$ cat src/rtl/gfx_dma_pkg.sv
package gfx_dma_pkg;

    localparam int AW = 16;
    localparam int DW = 8;

    typedef logic [AW-1:0] addr_t;
    typedef logic [DW-1:0] byte_t;

    typedef enum logic [2:0] {
        SEL_OBJ_PAGE = 3'd0,
        SEL_SRC_HI   = 3'd1,
        SEL_SRC_LO   = 3'd2,
        SEL_DST_HI   = 3'd3,
        SEL_DST_LO   = 3'd4,
        SEL_CTRL     = 3'd5
    } reg_sel_e;

    typedef struct packed {
        logic  rd;
        logic  wr;
        addr_t addr;
        byte_t data;
    } bus_req_t;

    localparam bus_req_t BUS_IDLE = '{rd: 1'b0, wr: 1'b0, addr: '0, data: '0};

    typedef struct packed {
        byte_t src_hi;
        byte_t src_lo;
        byte_t dst_hi;
        byte_t dst_lo;
        byte_t ctrl;
    } vid_regs_t;

    // Half-open window [lo, hi)
    typedef struct packed {
        addr_t lo;
        addr_t hi;
    } window_t;

    function automatic window_t conflict_window(logic [2:0] idx, logic color);
        window_t w;
        if (idx == 3'd4) begin
            w.lo = 16'h8000; w.hi = 16'hA000;
        end else if (!color) begin
            w.lo = 16'hA000; w.hi = 16'hFE00;
        end else if (idx == 3'd6) begin
            w.lo = 16'hC000; w.hi = 16'hFE00;
        end else begin
            w.lo = 16'hA000; w.hi = 16'hC000;
        end
        return w;
    endfunction

    function automatic logic in_window(addr_t a, window_t w);
        return (a >= w.lo) && (a < w.hi);
    endfunction

endpackage

$ cat src/rtl/obj_dma_engine.sv
module obj_dma_engine
    import gfx_dma_pkg::*;
#(
    parameter int   LEN      = 160,
    parameter int   FIRST    = 8,
    parameter int   GAP      = 4,
    parameter byte_t MAX_PAGE = 8'hF1,
    parameter byte_t DST_PAGE = 8'hFE
) (
    input  logic     clk,
    input  logic     rst,
    input  logic     tick,
    input  logic     start,
    input  byte_t    page,
    input  byte_t    rdata,
    output bus_req_t req,
    output logic     active,
    output byte_t    src_page
);
    localparam int CW   = $clog2(LEN + 1);
    localparam int WMAX = (FIRST > GAP) ? FIRST : GAP;
    localparam int WW   = $clog2(WMAX + 1);

    logic [CW-1:0] rem_q;
    logic [WW-1:0] wait_q;
    addr_t         src_q;
    byte_t         off_q;
    logic          pend_q;
    byte_t         wdat_q;
    addr_t         waddr_q;
    logic          rd;
    logic          start_ok;

    assign start_ok = start && (page <= MAX_PAGE);
    assign rd       = (rem_q != '0) && tick && (wait_q == WW'(1));
    assign active   = (rem_q != '0) || pend_q;

    always_ff @(posedge clk) begin
        if (rst) begin
            rem_q    <= '0;
            wait_q   <= '0;
            src_q    <= '0;
            off_q    <= '0;
            pend_q   <= 1'b0;
            wdat_q   <= '0;
            waddr_q  <= '0;
            src_page <= '0;
        end else begin
            pend_q <= 1'b0;
            if (rd) begin
                pend_q  <= 1'b1;
                wdat_q  <= rdata;
                waddr_q <= {DST_PAGE, off_q};
                src_q   <= src_q + 16'd1;
                off_q   <= off_q + 8'd1;
                rem_q   <= rem_q - CW'(1);
                wait_q  <= WW'(GAP);
            end else if (tick && (rem_q != '0)) begin
                wait_q <= wait_q - WW'(1);
            end
            if (start_ok) begin
                src_q    <= {page, 8'h00};
                src_page <= page;
                off_q    <= '0;
                rem_q    <= CW'(LEN);
                wait_q   <= WW'(FIRST);
            end
        end
    end

    always_comb begin
        req = BUS_IDLE;
        if (pend_q) begin
            req.wr   = 1'b1;
            req.addr = waddr_q;
            req.data = wdat_q;
        end else if (rd) begin
            req.rd   = 1'b1;
            req.addr = src_q;
        end
    end

    // every read is followed by a write into the attribute page
    a_r3_write_after_read: assert property (@(posedge clk) disable iff (rst)
        rd |=> (req.wr && req.addr[15:8] == DST_PAGE));

    // an accepted page never exceeds the limit
    a_r2_page_limit: assert property (@(posedge clk) disable iff (rst)
        active |-> (src_page <= MAX_PAGE));

    // the pacing counter stays within its reload range
    a_r3_wait_range: assert property (@(posedge clk) disable iff (rst)
        wait_q <= WW'(WMAX));

endmodule

$ cat src/rtl/vid_dma_engine.sv
module vid_dma_engine
    import gfx_dma_pkg::*;
#(
    parameter int UNIT  = 16,
    parameter int GAP   = 2,
    parameter int CNT_W = 7
) (
    input  logic      clk,
    input  logic      rst,
    input  logic      tick,
    input  logic      hold,
    input  logic      reg_we,
    input  logic [2:0] reg_sel,
    input  byte_t     reg_wdata,
    input  byte_t     rdata,
    output bus_req_t  req,
    output logic      active,
    output vid_regs_t regs
);
    localparam int MAXLEN = (1 << CNT_W) * UNIT;
    localparam int LW     = $clog2(MAXLEN + 1);
    localparam int VW     = $clog2(GAP + 1);

    logic [LW-1:0] rem_q;
    logic [VW-1:0] wait_q;
    addr_t         src_q;
    addr_t         dst_q;
    logic          pend_q;
    byte_t         wdat_q;
    addr_t         waddr_q;
    logic          rd;
    logic          ctrl_wr;
    logic          bad_src;
    logic          go;
    addr_t         src_calc;
    addr_t         dst_calc;
    logic [LW-1:0] len_calc;

    assign src_calc = {regs.src_hi, regs.src_lo} & 16'hFFF0;
    assign dst_calc = ({regs.dst_hi, regs.dst_lo} & 16'h1FF0) | 16'h8000;
    assign bad_src  = (src_calc[15:13] == 3'b100);
    assign len_calc = (LW'(reg_wdata[CNT_W-1:0]) + LW'(1)) * LW'(UNIT);
    assign ctrl_wr  = reg_we && (reg_sel_e'(reg_sel) == SEL_CTRL);
    assign go       = ctrl_wr && !reg_wdata[7] && !bad_src;
    assign rd       = (rem_q != '0) && tick && !hold && (wait_q == VW'(1));
    assign active   = (rem_q != '0) || pend_q;

    always_ff @(posedge clk) begin
        if (rst) begin
            rem_q   <= '0;
            wait_q  <= '0;
            src_q   <= '0;
            dst_q   <= '0;
            pend_q  <= 1'b0;
            wdat_q  <= '0;
            waddr_q <= '0;
            regs    <= '{src_hi: 8'h00, src_lo: 8'h00, dst_hi: 8'h00,
                         dst_lo: 8'h00, ctrl: 8'hFF};
        end else begin
            pend_q <= 1'b0;
            if (rd) begin
                pend_q  <= 1'b1;
                wdat_q  <= rdata;
                waddr_q <= dst_q;
                src_q   <= src_q + 16'd1;
                dst_q   <= dst_q + 16'd1;
                rem_q   <= rem_q - LW'(1);
                wait_q  <= VW'(GAP);
            end else if (tick && !hold && (rem_q != '0)) begin
                wait_q <= wait_q - VW'(1);
            end
            if (pend_q && (rem_q == '0)) begin
                regs.src_hi <= src_q[15:8];
                regs.src_lo <= src_q[7:0];
                regs.dst_hi <= dst_q[15:8];
                regs.dst_lo <= dst_q[7:0];
                regs.ctrl   <= regs.ctrl | 8'h80;
            end
            if (reg_we) begin
                case (reg_sel_e'(reg_sel))
                    SEL_SRC_HI: regs.src_hi <= reg_wdata;
                    SEL_SRC_LO: regs.src_lo <= reg_wdata;
                    SEL_DST_HI: regs.dst_hi <= reg_wdata;
                    SEL_DST_LO: regs.dst_lo <= reg_wdata;
                    SEL_CTRL:   if (reg_wdata[7] || !bad_src) regs.ctrl <= reg_wdata;
                    default: ;
                endcase
            end
            if (go) begin
                src_q  <= src_calc;
                dst_q  <= dst_calc;
                rem_q  <= len_calc;
                wait_q <= VW'(1);
            end
        end
    end

    always_comb begin
        req = BUS_IDLE;
        if (pend_q) begin
            req.wr   = 1'b1;
            req.addr = waddr_q;
            req.data = wdat_q;
        end else if (rd) begin
            req.rd   = 1'b1;
            req.addr = src_q;
        end
    end

    // the remaining count never exceeds the largest programmable length
    a_r8_len_bound: assert property (@(posedge clk) disable iff (rst)
        rem_q <= LW'(MAXLEN));

    // going idle leaves the done flag set
    a_r9_done_flag: assert property (@(posedge clk) disable iff (rst)
        $fell(active) |-> regs.ctrl[7]);

    // no read is issued while stalled
    a_r10_stall: assert property (@(posedge clk) disable iff (rst)
        hold |-> !req.rd);

endmodule

$ cat src/rtl/cpu_guard.sv
module cpu_guard
    import gfx_dma_pkg::*;
(
    input  logic       obj_active,
    input  logic       color,
    input  logic [2:0] src_idx,
    input  addr_t      cpu_addr,
    output logic       cpu_block
);
    window_t win;
    logic    in_attr;

    assign win       = conflict_window(src_idx, color);
    assign in_attr   = (cpu_addr[15:8] == 8'hFE);
    assign cpu_block = obj_active && (in_attr || in_window(cpu_addr, win));

endmodule

$ cat src/rtl/gfx_dma_ctrl.sv
module gfx_dma_ctrl
    import gfx_dma_pkg::*;
#(
    parameter int OBJ_LEN   = 160,
    parameter int OBJ_FIRST = 8,
    parameter int OBJ_GAP   = 4,
    parameter int VID_UNIT  = 16,
    parameter int VID_GAP   = 2,
    parameter int VID_CNT_W = 7
) (
    input  logic        clk,
    input  logic        rst,
    input  logic        tick,
    input  logic        model_color,
    input  logic        reg_we,
    input  logic [2:0]  reg_sel,
    input  logic [7:0]  reg_wdata,
    output logic [7:0]  reg_rdata,
    input  logic [15:0] cpu_addr,
    output logic        cpu_block,
    input  logic [7:0]  bus_rdata,
    output logic [15:0] bus_addr,
    output logic [7:0]  bus_wdata,
    output logic        bus_we,
    output logic        bus_re
);
    bus_req_t  obj_req;
    bus_req_t  vid_req;
    bus_req_t  sel_req;
    logic      obj_active;
    logic      vid_active;
    byte_t     obj_page;
    vid_regs_t vid_regs;
    logic      obj_start;

    assign obj_start = reg_we && (reg_sel_e'(reg_sel) == SEL_OBJ_PAGE);

    obj_dma_engine #(
        .LEN   (OBJ_LEN),
        .FIRST (OBJ_FIRST),
        .GAP   (OBJ_GAP)
    ) u_obj (
        .clk      (clk),
        .rst      (rst),
        .tick     (tick),
        .start    (obj_start),
        .page     (reg_wdata),
        .rdata    (bus_rdata),
        .req      (obj_req),
        .active   (obj_active),
        .src_page (obj_page)
    );

    vid_dma_engine #(
        .UNIT  (VID_UNIT),
        .GAP   (VID_GAP),
        .CNT_W (VID_CNT_W)
    ) u_vid (
        .clk       (clk),
        .rst       (rst),
        .tick      (tick),
        .hold      (obj_active),
        .reg_we    (reg_we),
        .reg_sel   (reg_sel),
        .reg_wdata (reg_wdata),
        .rdata     (bus_rdata),
        .req       (vid_req),
        .active    (vid_active),
        .regs      (vid_regs)
    );

    cpu_guard u_guard (
        .obj_active (obj_active),
        .color      (model_color),
        .src_idx    (obj_page[7:5]),
        .cpu_addr   (cpu_addr),
        .cpu_block  (cpu_block)
    );

    // Object engine owns the port whenever it requests it
    assign sel_req   = (obj_req.rd || obj_req.wr) ? obj_req : vid_req;
    assign bus_addr  = sel_req.addr;
    assign bus_wdata = sel_req.data;
    assign bus_we    = sel_req.wr;
    assign bus_re    = sel_req.rd;

    always_comb begin
        case (reg_sel_e'(reg_sel))
            SEL_OBJ_PAGE: reg_rdata = obj_page;
            SEL_SRC_HI:   reg_rdata = vid_regs.src_hi;
            SEL_SRC_LO:   reg_rdata = vid_regs.src_lo;
            SEL_DST_HI:   reg_rdata = vid_regs.dst_hi;
            SEL_DST_LO:   reg_rdata = vid_regs.dst_lo;
            SEL_CTRL:     reg_rdata = vid_regs.ctrl;
            default:      reg_rdata = 8'hFF;
        endcase
    end

    // the two engines never request the port together
    a_r10_single_master: assert property (@(posedge clk) disable iff (rst)
        !((obj_req.rd || obj_req.wr) && (vid_req.rd || vid_req.wr)));

    // attribute page is blocked while the object engine runs
    a_r4_attr_blocked: assert property (@(posedge clk) disable iff (rst)
        (obj_active && cpu_addr[15:8] == 8'hFE) |-> cpu_block);

    // nothing is blocked while the object engine is idle
    a_r4_idle_open: assert property (@(posedge clk) disable iff (rst)
        !obj_active |-> !cpu_block);

    // a video read never overlaps object activity
    a_r10_vid_quiet: assert property (@(posedge clk) disable iff (rst)
        obj_active |-> !vid_req.rd);

endmodule

$ cat config.mk
export PLATFORM = sky130hd
export DESIGN_NAME = gfx_dma_ctrl
export DESIGN_NICKNAME = d
export VERILOG_FILES = /design/src/rtl/gfx_dma_pkg.sv /design/src/rtl/obj_dma_engine.sv /design/src/rtl/vid_dma_engine.sv /design/src/rtl/cpu_guard.sv /design/src/rtl/gfx_dma_ctrl.sv
export SDC_FILE = /design/constraint.sdc
export NUM_CORES = 1
export LEC_CHECK = 0
export BUFFER_PORTS_ARGS = -buffer_cell sky130_fd_sc_hd__buf_4
export CAP_MARGIN = 20
export CORE_ASPECT_RATIO = 0.7
export CORE_UTILIZATION = 49
export DETAILED_ROUTE_END_ITERATION = 16
export HOLD_SLACK_MARGIN = 0.08
export PLACE_DENSITY = 0.68
export SYNTH_ARGS = -nofsm -noshare
export SYNTH_HDL_FRONTEND = slang
export SYNTH_SLANG_ARGS = --single-unit
$ cat constraint.sdc
create_clock -name clk -period 3.5 [get_ports clk]
set_clock_uncertainty 0.05 [all_clocks]
set_input_delay 0.35 -clock clk [delete_from_list [all_inputs] [get_ports clk]]
set_output_delay 0.35 -clock clk [all_outputs]
set_load 0.05 [all_outputs]
==> metrics.cfg <==
[cells_and_area]
diodes = 0
drive_above_1_share = 0.124
nNetsFinal = 1246
finalNonFillerCells = 1434
area_growth_pct = 14.2

[synthesis]
synthArstFlopShare = 0
syn_nets = 1222
synth_common_cells = nand2_1, dfxtp_1, nor2_1
netlist-cell-type-count = 57
synth_seq_cells = 173
synth-edff-count = 0
synth_most_common_cell = nand2_1
synth_top_area_frac = 0.382
synthSimpleGateAreaFrac = 0.277
yosys_warnings = 0
netlist_area_sq_um = 9080
yosysSeqAreaShare = 0.382
synthTopCellsByArea = dfxtp_1, nand2_1, a21oi_1, nor2_1, a311oi_1
ys.flop_type = dfxtp_1
netlist_instances = 1161
yosys.area.top_type = dfxtp_1
synth_top_family_by_area = simple AND/OR/NAND/NOR gates
synth-compound-area-share = 0.183
yosys.area_share.xor_xnor = 0.0531
synth_mux_area_frac = 0.0298
synth_fa_ha_area_frac = 0.0289
syn_avg_cell_area_sq_um = 7.82

[timing]
timing.final.ws_setup_ns = 0.218
timing.fmax_ghz = 0.305
fin_crit_ns = 3.28
setup_tns_ns = 0
hold_slack_ns = 0.116
min_period_over_period = 0.938
hold_violations = 0
slew_headroom = 0.466
setup_violations = 0
rsz0062_at_grt = false
tightest_slew_ns = 0.800
slew_violations = 0

[detailed_routing]
wl_met3_microns = 2350
vias = 8651
drc = 0
dr_wl_met2_microns = 10900
m1WireLength_microns = 12800
ant_nets = 0
wirelength_microns = 26400
routed.top_layer = met4
first_pass_iters = 5
via_per_inst = 6.03
drt_iter0_drc = 913
post_drt_wl_per_cell_microns = 18.4

[hold_path]
hold_class = in2reg
min_delay_path_depth = 3

[power_and_ir_drop]
p_per_area_nw_per_um2 = 450
vdd_drop_max_mv = 0.348
power_mw = 4.67
leakagePower_nw = 3.85

[grt]
grt_pass1_vias = 7726
grt_pass1_wl_microns = 41900
grt_remaining_overflow = 0
antenna_found_initial = 0
grt_max_degree = 54
track_usage = 0.283

[cts]
postCtsSetupRepairBufs = 0
worstSkewPairLatency_ns = 0.43
path_clk_slew_ns = 0.07
ctsResizeCount = 0
cts-htree-levels = 4
clockRootBuffer = clkbuf_16
cts_buffers = 17
cts_hold_buf = 0
cts.sinks = 173
cts_tree = built
cts_max_path_buffers = 2

[worst_setup_path]
slowest_delay_ns = 0.69
start_kind = flip-flop
rr_worst_depth = 8
slowest_stage = or4_1
path_max_fanout = 45
cp_data_required_time_ns = 3.10
crit_chain = or4_1 > o211ai_1 > buf_6 > nand3_1 > a21oi_1 > a21o_1 > buf_4
worstPathArrival_ns = 2.88
critical_path_class = reg2out
critPathCaptureType = output pin

[placed_design]
dp.cells = 1402
dpl.hpwl_microns = 18500
io_buffers = 74
pre_cts_ws_ns = 0.603
gp_congestion = 0.865

[job]
max_cap_violations = 0

[die]
die_w_microns = 165
boundaryPins = 75
fp.dieArea_sq_um = 19100
initial_utilization = 0.503
rows = 41
die_h_microns = 116
coreArea_sq_um = 18100

[outcome]
status = finished clean

-- placed cells by master, fill, tap and decap left out, types with 18 or more instances in the layout --
master	instances
nand4_1	22
ha_1	21
xor2_1	27
nor2_1	131
a21oi_1	100
mux2i_1	18
o21ai_0	31
nor3_1	21
inv_1	18
a311oi_1	48
a211oi_1	25
nand2_1	206
dfxtp_1	173
buf_4	93
nor2b_1	21
nand3_1	46
xnor2_1	28
-- metal layers --
layer / global-route usage / vias to the layer above
met5: 0 / -
met4: 0.0783 / 0
met3: 0.0565 / 26
met2: 0.404 / 337
met1: 0.427 / 4126
li1: - / 4162
-- worst max-delay path: cells and delay by family (launching register included) --
kind	cells	cell delay [ns]
simple gates	2	0.83
buf+inv	2	0.57
flops	1	0.35
compound gates	3	0.68
-- flip-flops by register name, indices dropped and copies added, names as in the netlist --
register	count
u_obj.off_q	8
u_obj.pend_q	1
u_obj.rem_q	8
u_obj.src_page	8
u_obj.src_q	16
u_obj.waddr_q	9
u_obj.wait_q	4
u_obj.wdat_q	8
u_vid.dst_q	16
u_vid.pend_q	1
u_vid.regs	40
u_vid.rem_q	12
u_vid.src_q	16
u_vid.waddr_q	16
u_vid.wait_q	2
u_vid.wdat_q	8
-- layout make-up --
type / count / area (sq um)
fill: 1687 / 7690
multi-input combinational: 881 / 5220
sequential: 173 / 3460
timing repair buffer: 94 / 709
clock buffer: 18 / 439
tap: 236 / 295
clock inverter: 14 / 179
inverter: 18 / 67.6
-- logic make-up after synthesis --
family,count (synthesis)
compound gates,253
buf+inv,107
simple gates,529
xor+xnor,55
fa+ha+maj,21
flops,173
mux,23
-- metrics by stage --
stage                      util  instance area [sq um]
after floorplan               -                   9080
after global placement    0.540                   9750
after detailed placement  0.540                   9750
after CTS                 0.574                  10400
after global routing      0.574                  10400
final                     0.574                  10400
-- report_power, final --
group / internal, mW / switching (mW)
combinational: 0.191 / 0.387
sequential: 2.02 / 0.0537
clock: 1.16 / 0.859
total: 3.37 / 1.30
-- path summary, 6_finish.rpt --
| check | start | end | slack (ns) |
|---|---|---|---|
| worst max register to register | u_vid.rem_q[0] | u_vid.src_q[15] | 0.51 |
| worst min register to register | u_vid.wdat_q[5] | u_vid.wdat_q[5] | 0.40 |
| worst max-delay path | u_obj.rem_q[5] | bus_addr[11] | 0.22 |
| worst min-delay path | bus_rdata[5] | u_obj.wdat_q[5] | 0.12 |
No activity file was read; power rests on OpenSTA's default activity.
